`src/rtl/hz_pkg.sv`:
```
package hz_pkg;
  parameter int REG_AW = 5;

  typedef enum logic [1:0] {
    SEL_RF  = 2'b00,
    SEL_WB  = 2'b01,
    SEL_MEM = 2'b10
  } fwd_sel_t;

  typedef struct packed {
    logic [REG_AW-1:0] rs;
    logic [REG_AW-1:0] rt;
    logic [REG_AW-1:0] dst;
    logic              wr;
    logic              ld;
  } stage_t;
endpackage

```
`src/rtl/hz_rst_sync.sv`:
```
module hz_rst_sync #(
  parameter int STAGES = 2
) (
  input  logic clk,
  input  logic rst_n_i,
  output logic rst_n_o
);
  logic [STAGES-1:0] sync_q;
  logic [STAGES-1:0] sync_d;

  always_comb begin
    sync_d = {sync_q[STAGES-2:0], 1'b1};
  end

  always_ff @(posedge clk or negedge rst_n_i) begin
    if (!rst_n_i) sync_q <= '0;
    else          sync_q <= sync_d;
  end

  assign rst_n_o = sync_q[STAGES-1];
endmodule

```
`src/rtl/hz_stage_reg.sv`:
```
module hz_stage_reg
  import hz_pkg::*;
(
  input  logic   clk,
  input  logic   rst_n,
  input  logic   en,
  input  logic   kill,
  input  stage_t d,
  output stage_t q
);
  stage_t nxt;

  always_comb begin
    nxt = q;
    if (en) begin
      nxt = d;
      if (kill) begin
        nxt.wr = 1'b0;
        nxt.ld = 1'b0;
      end
    end
  end

  always_ff @(posedge clk or negedge rst_n) begin
    if (!rst_n) q <= '0;
    else        q <= nxt;
  end
endmodule

```
`src/rtl/hz_fwd_sel.sv`:
```
module hz_fwd_sel
  import hz_pkg::*;
(
  input  logic [REG_AW-1:0] src,
  input  stage_t            exm,
  input  stage_t            mwb,
  output fwd_sel_t          sel
);
  logic ex_hit;
  logic wb_hit;

  always_comb begin
    ex_hit = exm.wr && (exm.dst != '0) && (exm.dst == src);
    wb_hit = mwb.wr && (mwb.dst != '0) && (mwb.dst == src);
    if (ex_hit)      sel = SEL_MEM;
    else if (wb_hit) sel = SEL_WB;
    else             sel = SEL_RF;
  end
endmodule

```
`src/rtl/hz_load_use.sv`:
```
module hz_load_use
  import hz_pkg::*;
(
  input  stage_t dec,
  input  stage_t exe,
  output logic   hold
);
  logic tgt_live;

  always_comb begin
    tgt_live = exe.ld && (exe.rt != '0);
    hold     = tgt_live && ((exe.rt == dec.rs) || (exe.rt == dec.rt));
  end
endmodule

```
`src/rtl/fwd_stall_core.sv`:
```
module fwd_stall_core
  import hz_pkg::*;
#(
  parameter int NSTG     = 4,
  parameter int NOPS     = 2,
  parameter int RST_SYNC = 2
) (
  input  logic              clk,
  input  logic              rst_n,
  input  logic [REG_AW-1:0] fe_rs,
  input  logic [REG_AW-1:0] fe_rt,
  input  logic [REG_AW-1:0] fe_dst,
  input  logic              fe_wr,
  input  logic              fe_ld,
  output logic [1:0]        fwd_a,
  output logic [1:0]        fwd_b,
  output logic              stall,
  output logic              pc_we,
  output logic              ifid_we
);
  localparam int ST_IFID  = 0;
  localparam int ST_IDEX  = 1;
  localparam int ST_EXMEM = 2;
  localparam int ST_MEMWB = 3;

  logic     rst_int_n;
  stage_t   stg_d   [NSTG];
  stage_t   stg_q   [NSTG];
  logic     stg_en  [NSTG];
  logic     stg_kill[NSTG];
  fwd_sel_t sel_w   [NOPS];
  logic [REG_AW-1:0] op_src [NOPS];
  stage_t   ifid_q, idex_q, exmem_q, memwb_q;
  logic     hold_w;

  hz_rst_sync #(.STAGES(RST_SYNC)) u_rst (
    .clk     (clk),
    .rst_n_i (rst_n),
    .rst_n_o (rst_int_n)
  );

  always_comb begin
    stg_d[0] = '{rs: fe_rs, rt: fe_rt, dst: fe_dst, wr: fe_wr, ld: fe_ld};
    for (int i = 1; i < NSTG; i++) stg_d[i] = stg_q[i-1];
    for (int i = 0; i < NSTG; i++) begin
      stg_en[i]   = (i == ST_IFID) ? !hold_w : 1'b1;
      stg_kill[i] = (i == ST_IDEX) ? hold_w  : 1'b0;
    end
  end

  for (genvar g = 0; g < NSTG; g++) begin : g_stage
    hz_stage_reg u_stg (
      .clk   (clk),
      .rst_n (rst_int_n),
      .en    (stg_en[g]),
      .kill  (stg_kill[g]),
      .d     (stg_d[g]),
      .q     (stg_q[g])
    );
  end

  assign ifid_q  = stg_q[ST_IFID];
  assign idex_q  = stg_q[ST_IDEX];
  assign exmem_q = stg_q[ST_EXMEM];
  assign memwb_q = stg_q[ST_MEMWB];

  hz_load_use u_lu (
    .dec  (ifid_q),
    .exe  (idex_q),
    .hold (hold_w)
  );

  assign op_src[0] = idex_q.rs;
  assign op_src[1] = idex_q.rt;

  for (genvar op = 0; op < NOPS; op++) begin : g_op
    hz_fwd_sel u_sel (
      .src (op_src[op]),
      .exm (exmem_q),
      .mwb (memwb_q),
      .sel (sel_w[op])
    );
  end

  assign fwd_a   = sel_w[0];
  assign fwd_b   = sel_w[1];
  assign stall   = hold_w;
  assign pc_we   = !hold_w;
  assign ifid_we = !hold_w;
endmodule

```
`config.mk`:
```
export PLATFORM = sky130hd
export DESIGN_NAME = fwd_stall_core
export DESIGN_NICKNAME = d
export VERILOG_FILES = /design/src/rtl/hz_pkg.sv /design/src/rtl/hz_rst_sync.sv /design/src/rtl/hz_stage_reg.sv /design/src/rtl/hz_fwd_sel.sv /design/src/rtl/hz_load_use.sv /design/src/rtl/fwd_stall_core.sv
export SDC_FILE = /design/constraint.sdc
export NUM_CORES = 1
export LEC_CHECK = 0
export ABC_AREA = 1
export CAP_MARGIN = 0
export CORE_AREA = 2 2 78 80
export CTS_CLUSTER_DIAMETER = 100
export CTS_CLUSTER_SIZE = 8
export DETAILED_ROUTE_END_ITERATION = 16
export DIE_AREA = 0 0 80 82
export GPL_TIMING_DRIVEN = 0
export PLACE_DENSITY = 0.92
export REMOVE_ABC_BUFFERS = 1
export SKIP_CTS_REPAIR_TIMING = 1
export SLEW_MARGIN = 20
export SYNTH_ARGS = -nofsm -noshare
export SYNTH_HDL_FRONTEND = slang
export SYNTH_HIERARCHICAL = 1
export SYNTH_SLANG_ARGS = --single-unit
```
`constraint.sdc`:
```
create_clock -name clk -period 6.4 [get_ports clk]
set_input_delay 1.28 -clock clk [delete_from_list [all_inputs] [get_ports clk]]
set_output_delay 1.28 -clock clk [all_outputs]
set_load 0.05 [all_outputs]
```
==> run_results.csv <==
group,metric,value,unit
outcome,status,"finished clean",
die,dieArea,6560,µm²
route,drt_iter0_drc,102,
setup_path,critPathKind,"reg -> out",
clocking,numCtsBuffers,5,
setup_path,regToRegSetupSlack,4.40,ns
logic_synthesis,syn-cell-area,2640,µm²
global_route,grt_usage,16.0,%
sta,finalCriticalPeriod,4.05,ns
power_and_ir_drop,vdd_drop_max,0.173,mV
cells_and_area,layout-drive-gt1-share,10.8,%
route,drtAntennaViolNets,0,
sta,finClkSkew,0.00294,ns
sta,finalMaxSlewViolations,0,
setup_path,cp.arrival,2.77,ns
logic_synthesis,syn_inst,358,
clocking,clock_sinks,48,
global_route,top_usage_layer,"met2",
global_route,use_met2,28.0,%
sta,clock.fmax,247,MHz
logic_synthesis,synth-warning-count,6,
setup_path,start_kind,"flop",
die,row_count,28,
power_and_ir_drop,clkPwrFrac,25.1,%
cells_and_area,fin_area,2930,µm²
sta,tns,0,ns
setup_path,required,5.12,ns
place,dp.cells,448,
global_route,grt.met3_usage,4.18,%
die,core_area,5750,µm²
setup_path,r2r-start,"g_stage[1].u_stg/q[8]",
flow_run,drv_cap,0,
sta,hold_viol,0,
setup_path,endpoint_kind,"output port",
sta,worstMarginPinSlew,0.683,ns
power_and_ir_drop,p_per_area,225,nW/µm²
sta,rsz0062_at_grt,"no",
power_and_ir_drop,switching_share,30.5,%
global_route,grt_pass1_wl,8.03,mm
clocking,clk_latency,0.30,ns
place,port-buffer-count,25,
clocking,path_clk_slew,0.07,ns
route,route.vias.total,2119,
global_route,grt_pass1_vias,1879,
setup_path,r2r_cells,10,
power_and_ir_drop,p_int,458,µW
global_route,grt_util_met1,18.3,%
global_route,grt_max_degree,25,
sta,setup_viol,0,
global_route,antenna_found_initial,0,
setup_path,worstPathMaxFanout,20,
route,drt_first_pass_iters,4,
cells_and_area,instances_no_fill,455,
clocking,cts-htree-levels,2,
cells_and_area,nets,399,
route,drc,0,
clocking,cts_tree,"yes",
route,routed_wl,4.84,mm
die,start_util,46.0,%
sta,final.period_utilization,63.3,%
sta,slew_headroom,54.4,%
cells_and_area,antenna_cells,0,
die,io_pins,26,
cells_and_area,syn_to_final_growth,10.7,%
power_and_ir_drop,p_sw,201,µW
logic_synthesis,synth.avg_cell_area,7.38,µm²
power_and_ir_drop,combPwrFrac,18.3,%
clocking,max-clock-path-buffers,2,
place,hpwl,3.64,mm
power_and_ir_drop,power,659,µW
die,fp.dieH,82,µm
die,fp.dieW,80,µm
power_and_ir_drop,p_leak,1.58,nW
power_and_ir_drop,pwr-share-seq,56.6,%
place,placed_cell_area,2850,µm²
clocking,cts_root_buffer,"clkbuf_8",
sta,whs,0.243,ns
setup_path,r2r-end,"g_stage[0].u_stg/q[1]",
route,routedWlPerCell,10.6,µm
hold_path,worstHoldPathType,"reg -> async",
place,place.gp.congestion,0.869,
route,viasPerCell,4.66,
global_route,gr-total-overflow,0,
-- cells in the final DEF, fill, tap and decap left out --
| cell | n |
|---|---|
| dfrtp_1 | 47 |
| inv_1 | 33 |
| nand4_1 | 1 |
| o21ai_0 | 7 |
| clkbuf_8 | 5 |
| inv_2 | 8 |
| nor2_2 | 4 |
| a21boi_0 | 2 |
| clkdlybuf4s50_1 | 25 |
| conb_1 | 7 |
| nand2_2 | 16 |
| clkbuf_1 | 1 |
| nor2_1 | 16 |
| xnor2_1 | 2 |
| clkinv_2 | 1 |
| xor2_1 | 3 |
| dfrtp_2 | 1 |
| nand2_1 | 177 |
| a21oi_1 | 2 |
| nand3_1 | 16 |
| a21oi_2 | 1 |
| buf_16 | 1 |
| inv_8 | 4 |
-- state kept, by name (all words and copies together) (netlist names) --
name and count:
u_rst/sync_q 2, g_stage.u_stg/q 46
-- power groups by stage --
stage	Sequential (mW)	Combinational, mW	Clock [mW]
2_1_floorplan	0.369	0.0880	0
3_3_place_gp	0.379	0.108	0
3_5_place_dp	0.379	0.118	0
4_1_cts	0.373	0.119	0.171
5_1_grt	0.379	0.139	0.181
6_report	0.373	0.121	0.165
-- worst max-delay path: stages, from the launching register on --
cell and delay, ns:
dfrtp_1 0.49, inv_1 0.15, nand4_1 0.09, o21ai_0 0.20, a21oi_2 0.08, inv_1 0.51, clkdlybuf4s50_1 0.93
-- cell type report --
cell class / count / area (µm²)
Sequential cell: 48 / 1200
Clock buffer: 6 / 72.6
Timing Repair Buffer: 26 / 278
Multi-Input combinational cell: 254 / 1070
Clock inverter: 1 / 5.00
Inverter: 45 / 199
Tap cell: 75 / 93.8
Fill cell: 566 / 2820
-- metal layers --
metal / part of all wire [%] / wire [µm] / vias to the layer above
met1: 43 / 2090 / 977
li1: - / - / 1087
met2: 50 / 2430 / 47
met5: 0 / 0 / -
met3: 4.7 / 229 / 8
met4: 1.6 / 78 / 0
-- metrics by stage --
stage	worst slack (ns)	util [%]
after floorplan	3.02	-
after global placement	2.73	49.1
after detailed placement	2.69	49.6
after CTS	2.33	50.9
after global routing	2.14	50.9
final	2.35	50.9
-- how the worst max path moves through the flow --
| stage | start | to | slack, ns | cells after the start |
|---|---|---|---|---|
| floorplan | g_stage[1].u_stg/q[8] | ifid_we | 3.02 | 7 |
| global placement | g_stage[1].u_stg/q[8] | ifid_we | 2.73 | 6 |
| detailed placement | g_stage[1].u_stg/q[8] | pc_we | 2.69 | 6 |
| CTS | g_stage[1].u_stg/q[8] | pc_we | 2.33 | 6 |
| global route | g_stage[1].u_stg/q[8] | ifid_we | 2.14 | 6 |
| finish | g_stage[1].u_stg/q[8] | ifid_we | 2.35 | 6 |
Power figures use the tool's default switching activity.
